--- src/rtl/tod_pkg.sv ---
`timescale 1ns/1ps
package tod_pkg;
  localparam int ADDR_W = 4;
  localparam int DATA_W = 8;
  localparam int N_TOD  = 10;
  localparam logic [ADDR_W-1:0] A_SEC  = 4'd0;
  localparam logic [ADDR_W-1:0] A_MIN  = 4'd2;
  localparam logic [ADDR_W-1:0] A_HOUR = 4'd4;
  localparam logic [ADDR_W-1:0] A_WDAY = 4'd6;
  localparam logic [ADDR_W-1:0] A_DAY  = 4'd7;
  localparam logic [ADDR_W-1:0] A_MON  = 4'd8;
  localparam logic [ADDR_W-1:0] A_YEAR = 4'd9;
  localparam logic [ADDR_W-1:0] A_STAT = 4'd10;
  localparam logic [ADDR_W-1:0] A_CTRL = 4'd11;

  // encoded byte -> binary value (7 bits is enough for every field)
  function automatic logic [6:0] to_bin(input logic [7:0] v, input logic bin);
    if (bin) return v[6:0];
    return 7'(v[7:4]) * 7'd10 + 7'(v[3:0]);
  endfunction

  // binary value -> encoded byte
  function automatic logic [7:0] from_bin(input logic [6:0] n, input logic bin);
    if (bin) return {1'b0, n};
    return {4'(n / 7'd10), 4'(n % 7'd10)};
  endfunction
endpackage

--- src/rtl/tod_step.sv ---
`timescale 1ns/1ps
module tod_step
  import tod_pkg::*;
(
  input  logic [7:0] cur,
  input  logic [6:0] lo,
  input  logic [6:0] hi,
  input  logic       bin,
  input  logic       en,
  output logic [7:0] nxt,
  output logic       wrap
);
  logic [6:0] cb;
  logic       at_top;

  always_comb begin
    cb     = to_bin(cur, bin);
    at_top = (cb >= hi);
    wrap   = en && at_top;
    if (!en)        nxt = cur;
    else if (at_top) nxt = from_bin(lo, bin);
    else            nxt = from_bin(cb + 7'd1, bin);
  end
endmodule

--- src/rtl/tod_hour_step.sv ---
`timescale 1ns/1ps
module tod_hour_step
  import tod_pkg::*;
(
  input  logic [7:0] cur,
  input  logic       bin,
  input  logic       h24,
  input  logic       en,
  output logic [7:0] nxt,
  output logic       wrap
);
  logic [6:0] hb;
  logic [6:0] nh;
  logic [7:0] enc;
  logic       pm;
  logic       npm;
  logic       day;

  always_comb begin
    pm  = cur[7];
    npm = pm;
    day = 1'b0;
    if (h24) begin
      hb  = to_bin(cur, bin);
      day = (hb >= 7'd23);
      nh  = day ? 7'd0 : hb + 7'd1;
      enc = from_bin(nh, bin);
    end else begin
      hb  = to_bin({1'b0, cur[6:0]}, bin);
      nh  = (hb >= 7'd12) ? 7'd1 : hb + 7'd1;
      if (hb == 7'd11) npm = !pm;
      day = (hb == 7'd11) && pm;
      enc = {npm, from_bin(nh, bin)[6:0]};
    end
    nxt  = en ? enc : cur;
    wrap = en && day;
  end
endmodule

--- src/rtl/tod_calendar.sv ---
`timescale 1ns/1ps
module tod_calendar
  import tod_pkg::*;
#(
  parameter int UIP_LEAD = 4
) (
  input  logic              clk,
  input  logic              rst_n,
  input  logic              sec_tick,
  input  logic [ADDR_W-1:0] host_addr,
  input  logic              host_wr,
  input  logic [DATA_W-1:0] host_wdata,
  output logic [DATA_W-1:0] host_rdata,
  output logic              upd_busy
);
  localparam int CW = (UIP_LEAD < 2) ? 1 : $clog2(UIP_LEAD + 1);

  logic [DATA_W-1:0] fld [N_TOD];
  logic set_q, bin_q, h24_q;
  logic uip_q;
  logic [CW-1:0] wcnt_q;
  logic pend_v;
  logic [ADDR_W-1:0] pend_a;
  logic [DATA_W-1:0] pend_d;

  logic apply_wr;
  logic [ADDR_W-1:0] ap_a;
  logic [DATA_W-1:0] ap_d;
  logic start, upd_fire;

  // write path: held write wins over a fresh one, which is then held
  assign apply_wr = !uip_q && (pend_v || host_wr);
  assign ap_a     = pend_v ? pend_a : host_addr;
  assign ap_d     = pend_v ? pend_d : host_wdata;
  assign start    = sec_tick && !uip_q && !set_q;
  assign upd_fire = uip_q && (wcnt_q == '0);
  assign upd_busy = uip_q;

  // carry chain
  logic [7:0] n_sec, n_min, n_hour, n_wday, n_day, n_mon, n_year;
  logic c_sec, c_min, c_hour, c_wday, c_day, c_mon, c_year;
  logic [6:0] mon_b, yr_b, dim;

  always_comb begin
    mon_b = to_bin(fld[A_MON], bin_q);
    yr_b  = to_bin(fld[A_YEAR], bin_q);
    case (mon_b)
      7'd2:                      dim = (yr_b[1:0] == 2'b00) ? 7'd29 : 7'd28;
      7'd4, 7'd6, 7'd9, 7'd11:   dim = 7'd30;
      default:                   dim = 7'd31;
    endcase
  end

  tod_step u_sec  (.cur(fld[A_SEC]),  .lo(7'd0), .hi(7'd59), .bin(bin_q), .en(1'b1),
                   .nxt(n_sec),  .wrap(c_sec));
  tod_step u_min  (.cur(fld[A_MIN]),  .lo(7'd0), .hi(7'd59), .bin(bin_q), .en(c_sec),
                   .nxt(n_min),  .wrap(c_min));
  tod_hour_step u_hour (.cur(fld[A_HOUR]), .bin(bin_q), .h24(h24_q), .en(c_min),
                   .nxt(n_hour), .wrap(c_hour));
  tod_step u_wday (.cur(fld[A_WDAY]), .lo(7'd1), .hi(7'd7),  .bin(bin_q), .en(c_hour),
                   .nxt(n_wday), .wrap(c_wday));
  tod_step u_day  (.cur(fld[A_DAY]),  .lo(7'd1), .hi(dim),   .bin(bin_q), .en(c_hour),
                   .nxt(n_day),  .wrap(c_day));
  tod_step u_mon  (.cur(fld[A_MON]),  .lo(7'd1), .hi(7'd12), .bin(bin_q), .en(c_day),
                   .nxt(n_mon),  .wrap(c_mon));
  tod_step u_year (.cur(fld[A_YEAR]), .lo(7'd0), .hi(7'd99), .bin(bin_q), .en(c_mon),
                   .nxt(n_year), .wrap(c_year));

  logic unused_c;
  assign unused_c = c_wday ^ c_year;

  // field storage
  always_ff @(posedge clk) begin
    if (!rst_n) begin
      for (int i = 0; i < N_TOD; i++) fld[i] <= '0;
      fld[A_WDAY] <= 8'd1;
      fld[A_DAY]  <= 8'd1;
      fld[A_MON]  <= 8'd1;
    end else if (upd_fire) begin
      fld[A_SEC]  <= n_sec;
      fld[A_MIN]  <= n_min;
      fld[A_HOUR] <= n_hour;
      fld[A_WDAY] <= n_wday;
      fld[A_DAY]  <= n_day;
      fld[A_MON]  <= n_mon;
      fld[A_YEAR] <= n_year;
    end else if (apply_wr && (ap_a < ADDR_W'(N_TOD))) begin
      fld[ap_a] <= ap_d;
    end
  end

  // control bits
  always_ff @(posedge clk) begin
    if (!rst_n) begin
      set_q <= 1'b0; bin_q <= 1'b0; h24_q <= 1'b1;
    end else if (apply_wr && ap_a == A_CTRL) begin
      set_q <= ap_d[7]; bin_q <= ap_d[2]; h24_q <= ap_d[1];
    end
  end

  // update window
  always_ff @(posedge clk) begin
    if (!rst_n) begin
      uip_q  <= 1'b0;
      wcnt_q <= '0;
    end else if (start) begin
      uip_q  <= 1'b1;
      wcnt_q <= CW'(UIP_LEAD - 1);
    end else if (upd_fire) begin
      uip_q  <= 1'b0;
    end else if (uip_q) begin
      wcnt_q <= wcnt_q - 1'b1;
    end
  end

  // one-entry hold slot for writes that meet a busy window
  always_ff @(posedge clk) begin
    if (!rst_n) begin
      pend_v <= 1'b0; pend_a <= '0; pend_d <= '0;
    end else if (host_wr && (uip_q || pend_v)) begin
      pend_v <= 1'b1; pend_a <= host_addr; pend_d <= host_wdata;
    end else if (apply_wr) begin
      pend_v <= 1'b0;
    end
  end

  // read mux
  always_comb begin
    host_rdata = '0;
    if (host_addr < ADDR_W'(N_TOD)) host_rdata = fld[host_addr];
    else if (host_addr == A_STAT)   host_rdata = {uip_q, 7'd0};
    else if (host_addr == A_CTRL)   host_rdata = {set_q, 4'd0, bin_q, h24_q, 1'b0};
  end

  AST_SET_BLOCKS_UIP: assert property (@(posedge clk) disable iff (!rst_n)
    $rose(uip_q) |-> !$past(set_q));
  AST_FROZEN_SEC: assert property (@(posedge clk) disable iff (!rst_n)
    (set_q && !uip_q && !apply_wr) |=> $stable(fld[A_SEC]));
  AST_UIP_FROM_TICK: assert property (@(posedge clk) disable iff (!rst_n)
    $rose(uip_q) |-> $past(sec_tick));
  AST_HOLD_IN_WINDOW: assert property (@(posedge clk) disable iff (!rst_n)
    (uip_q && wcnt_q != '0) |=> $stable(fld[A_SEC]));
  AST_DEFER_CAPTURE: assert property (@(posedge clk) disable iff (!rst_n)
    (uip_q && host_wr) |=> pend_v);
  AST_NO_RETRIGGER: assert property (@(posedge clk) disable iff (!rst_n)
    (uip_q && wcnt_q != '0) |=> uip_q);
endmodule

--- config.mk ---
export PLATFORM = sky130hd
export DESIGN_NAME = tod_calendar
export DESIGN_NICKNAME = d
export VERILOG_FILES = /design/src/rtl/tod_pkg.sv /design/src/rtl/tod_step.sv /design/src/rtl/tod_hour_step.sv /design/src/rtl/tod_calendar.sv
export SDC_FILE = /design/constraint.sdc
export NUM_CORES = 1
export LEC_CHECK = 0
export BUFFER_PORTS_ARGS = -buffer_cell sky130_fd_sc_hd__buf_2
export CAP_MARGIN = 10
export CORE_UTILIZATION = 45
export CTS_BUF_LIST = sky130_fd_sc_hd__clkbuf_16
export DETAILED_ROUTE_END_ITERATION = 10
export HOLD_SLACK_MARGIN = 0.08
export PLACE_DENSITY_LB_ADDON = 0.15
export SLEW_MARGIN = 20
export SYNTH_ARGS = -nofsm -noshare
export SYNTH_HDL_FRONTEND = slang
export SYNTH_SLANG_ARGS = --single-unit
--- constraint.sdc ---
create_clock -name clk -period 9.1 [get_ports clk]
set_input_delay 0.455 -clock clk [delete_from_list [all_inputs] [get_ports clk]]
set_output_delay 0.455 -clock clk [all_outputs]
set_load 0.005 [all_outputs]
==> metrics.yaml <==
power_and_ir_drop:
  power_mw: 2.40
  swShare: 0.452
  p_int_mw: 1.31
  netSwitchingPower_mw: 1.08
  seqPwrFrac: 0.244
  p_comb_frac: 0.596
  ir_drop_mv: 0.131
  p_per_area_nw_per_um2: 197
  pwr-share-clk: 0.160
  p_leak_nw: 4.62
logic_synthesis:
  synth_cell_type_count: 106
  synth_ff_type: "edfxtp_1"
  synthXorXnorAreaFrac: 0.0528
  ys_warn_count: 0
  synth_top_family_by_area: "compound AO/OA/AOI/OAI gates"
  synth_mux_area_frac: 0.0842
  synth_edf_count: 80
  synth_cells: 1352
  yosysSeqAreaShare: 0.242
  synth_simple_gate_area_share: 0.208
  synth-adder-area-share: 0.111
  syn_nets: 1462
  synth-async-reset-ratio: 0
  synth.avg_cell_area_um2: 8.56
  synth-compound-area-share: 0.255
  synth-seq-cells: 100
  netlist_area_um2: 11600
status:
  status: "complete, no violations"
sta:
  finalSetupTns_ps: 0
  skew_ps: 11.4
  tightest_slew_ps: 1080
  period_needed_ps: 5290
  drv_slew: 0
  timing.final.crit_share: 0.581
  slew_headroom: 0.275
  hold_viol: 0
  setup_viol: 0
  fmax_mhz: 189
  rsz0062_at_grt: "no"
global_route:
  grt_pass1_wl_mm: 52.6
  grt_overflow: 0
  grt_usage: 0.250
  grt_max_degree: 59
  grt_pass1_vias: 9827
  antenna_found_initial: 0
clocking:
  cts_root_buf: "clkbuf_16"
  clkLatencyLatePin_ps: 350
  cts.sinks: 100
  cts_tree: "done"
  ctsResizeCount: 0
  clk_pin_slew_ps: 70
  htreeDepth: 3
  cts_max_path_buffers: 2
  cts_hold_buf: 0
  post-cts-setup-buffer-count: 0
  cts_made_buffers: 9
cells_and_area:
  nFillCells: 2452
  drive_above_1_share: 0.105
  nets: 1444
  antenna_cells: 0
  layout_common_cells: "124 x nor2_1, 120 x nand2_1, 92 x a21oi_1, 80 x ha_1, 80 x edfxtp_1"
  final_common_cell: "nor2_1"
  synthToLayoutAreaGrowth_pct: 5.14
floorplan:
  fp.dieW_um: 162
  num_io_pins: 25
  rows: 58
  start_util: 0.460
  core_um2: 25200
  die_y_um: 162
  design.die.area_um2: 26400
detailed_routing:
  drc: 0
  wirelength_mm: 32.4
  drtIter0Drc: 911
  antenna_left: 0
  drt_pre_antenna_iters: 7
  dr_total_vias: 10500
  avgRoutedWirePerCell_um: 19.4
  viasPerCell: 6.31
critical_path:
  cp.arrival_ps: 5480
  crit_path_end_kind: "flip-flop"
  worstPathRequired_ps: 9290
  critPathMaxFanout: 7
  cp-start-kind: "flip-flop"
  crit_type: "reg2reg"
job:
  drv_cap: 0
placement:
  dp_hpwl_mm: 23.9
  gp_congestion: 0.881
  io_buffers: 24
worst_hold_path:
  hp-class: "in2reg"
cell families after synthesis:
logic type / after synthesis
adder cells (fa/ha/maj): 94
buffers and inverters: 118
multiplexers: 74
AO/OA/AOI/OAI: 422
AND/OR/NAND/NOR: 476
flip-flops: 100
XOR/XNOR: 68
worst max-delay path, cell delays in order, from the launching register on:
cell	delay (ps)
edfxtp_1	480
ha_1	330
ha_1	210
fa_1	520
o211ai_1	120
o21a_1	190
o31ai_1	650
mux2_4	370
a211oi_4	310
nor2_1	90
o21ai_0	170
o21ai_0	130
a221oi_1	350
ha_1	240
a211oi_1	70
a31oi_1	170
o221ai_1	120
or4b_1	530
o211ai_2	70
flip-flops by register name, summed over array words and instances, names as in the netlist:
| signal | flops |
|---|---|
| fld | 80 |
| pend_d | 8 |
| pend_a | 4 |
| wcnt_q | 3 |
| bin_q | 1 |
| h24_q | 1 |
| pend_v | 1 |
| set_q | 1 |
| upd_busy | 1 |
area by class of cell:
class | count | area [um2] | share of cell area
repair buffers | 40 | 240 | 0.0197
multi-input cells | 1134 | 8230 | 0.676
inverters | 49 | 184 | 0.0151
clock inverters | 7 | 67.6 | 0.00555
flip-flops and latches | 100 | 2810 | 0.231
clock buffers | 9 | 225 | 0.0185
well taps | 330 | 413 | 0.0339
cell usage after synthesis (10+ instances only):
cell | instances | area [um2]
xor2_1 | 22 | 193
a221oi_1 | 13 | 114
o211ai_1 | 22 | 165
mux2i_1 | 32 | 320
or3_1 | 12 | 75.1
edfxtp_1 | 80 | 2400
a211oi_1 | 21 | 158
buf_2 | 13 | 65.1
o21ai_0 | 70 | 350
nor3_1 | 37 | 185
mux4_2 | 15 | 338
inv_1 | 46 | 173
nor2b_1 | 12 | 75.1
a21o_1 | 10 | 75.1
fa_1 | 14 | 280
nand4_1 | 10 | 62.6
nand3_1 | 41 | 205
o22ai_1 | 30 | 188
ha_1 | 80 | 1000
mux2_2 | 22 | 248
o21a_1 | 12 | 90.1
and3_1 | 12 | 75.1
a21oi_1 | 92 | 460
nand2b_1 | 15 | 93.8
a211o_1 | 11 | 96.3
nor2_1 | 125 | 469
nand2_1 | 120 | 450
clkbuf_1 | 37 | 139
nor3b_1 | 18 | 135
xnor2_1 | 44 | 385
o21ai_1 | 11 | 55.1
dfxtp_1 | 20 | 400
and2_1 | 18 | 113
a31oi_1 | 17 | 106
power groups by stage:
| stage | logic, mW | clock network (mW) | registers (mW) |
|---|---|---|---|
| 5_1_grt | 1.61 | 0.405 | 0.590 |
| 2_1_floorplan | 1.15 | 0 | 0.568 |
| 4_1_cts | 1.42 | 0.385 | 0.585 |
| 3_5_place_dp | 1.41 | 0 | 0.595 |
| 3_3_place_gp | 1.40 | 0 | 0.594 |
| 6_report | 1.43 | 0.383 | 0.585 |
final timing paths:
kind	depth (start not counted)	from	to	slack [ps]
max	18	fld[6][5]	fld[6][2]	3810
min	3	host_wdata[4]	pend_d[4]	360
max reg2reg	18	fld[6][5]	fld[6][2]	3810
min reg2reg	2	pend_d[5]	pend_d[5]	460
stage by stage:
stage	cell area (um2)	setup slack, ps	instances	hold WS [ps]	util
floorplan	11600	4270	1352	436	-
global placement	11900	3930	1653	441	0.471
detailed placement	11900	3850	1653	447	0.471
CTS	12200	3830	1669	353	0.483
global route	12200	3440	1669	363	0.483
finish	12200	3810	1669	360	0.483
routing by layer:
metal	track usage	vias up	part of all wire
met2	0.392	286	0.46
met1	0.367	5076	0.47
met3	0.0303	42	0.054
li1	-	5120	-
met4	0.0519	0	0.019
met5	0	-	0
No activity file was read; power rests on OpenSTA's default activity.
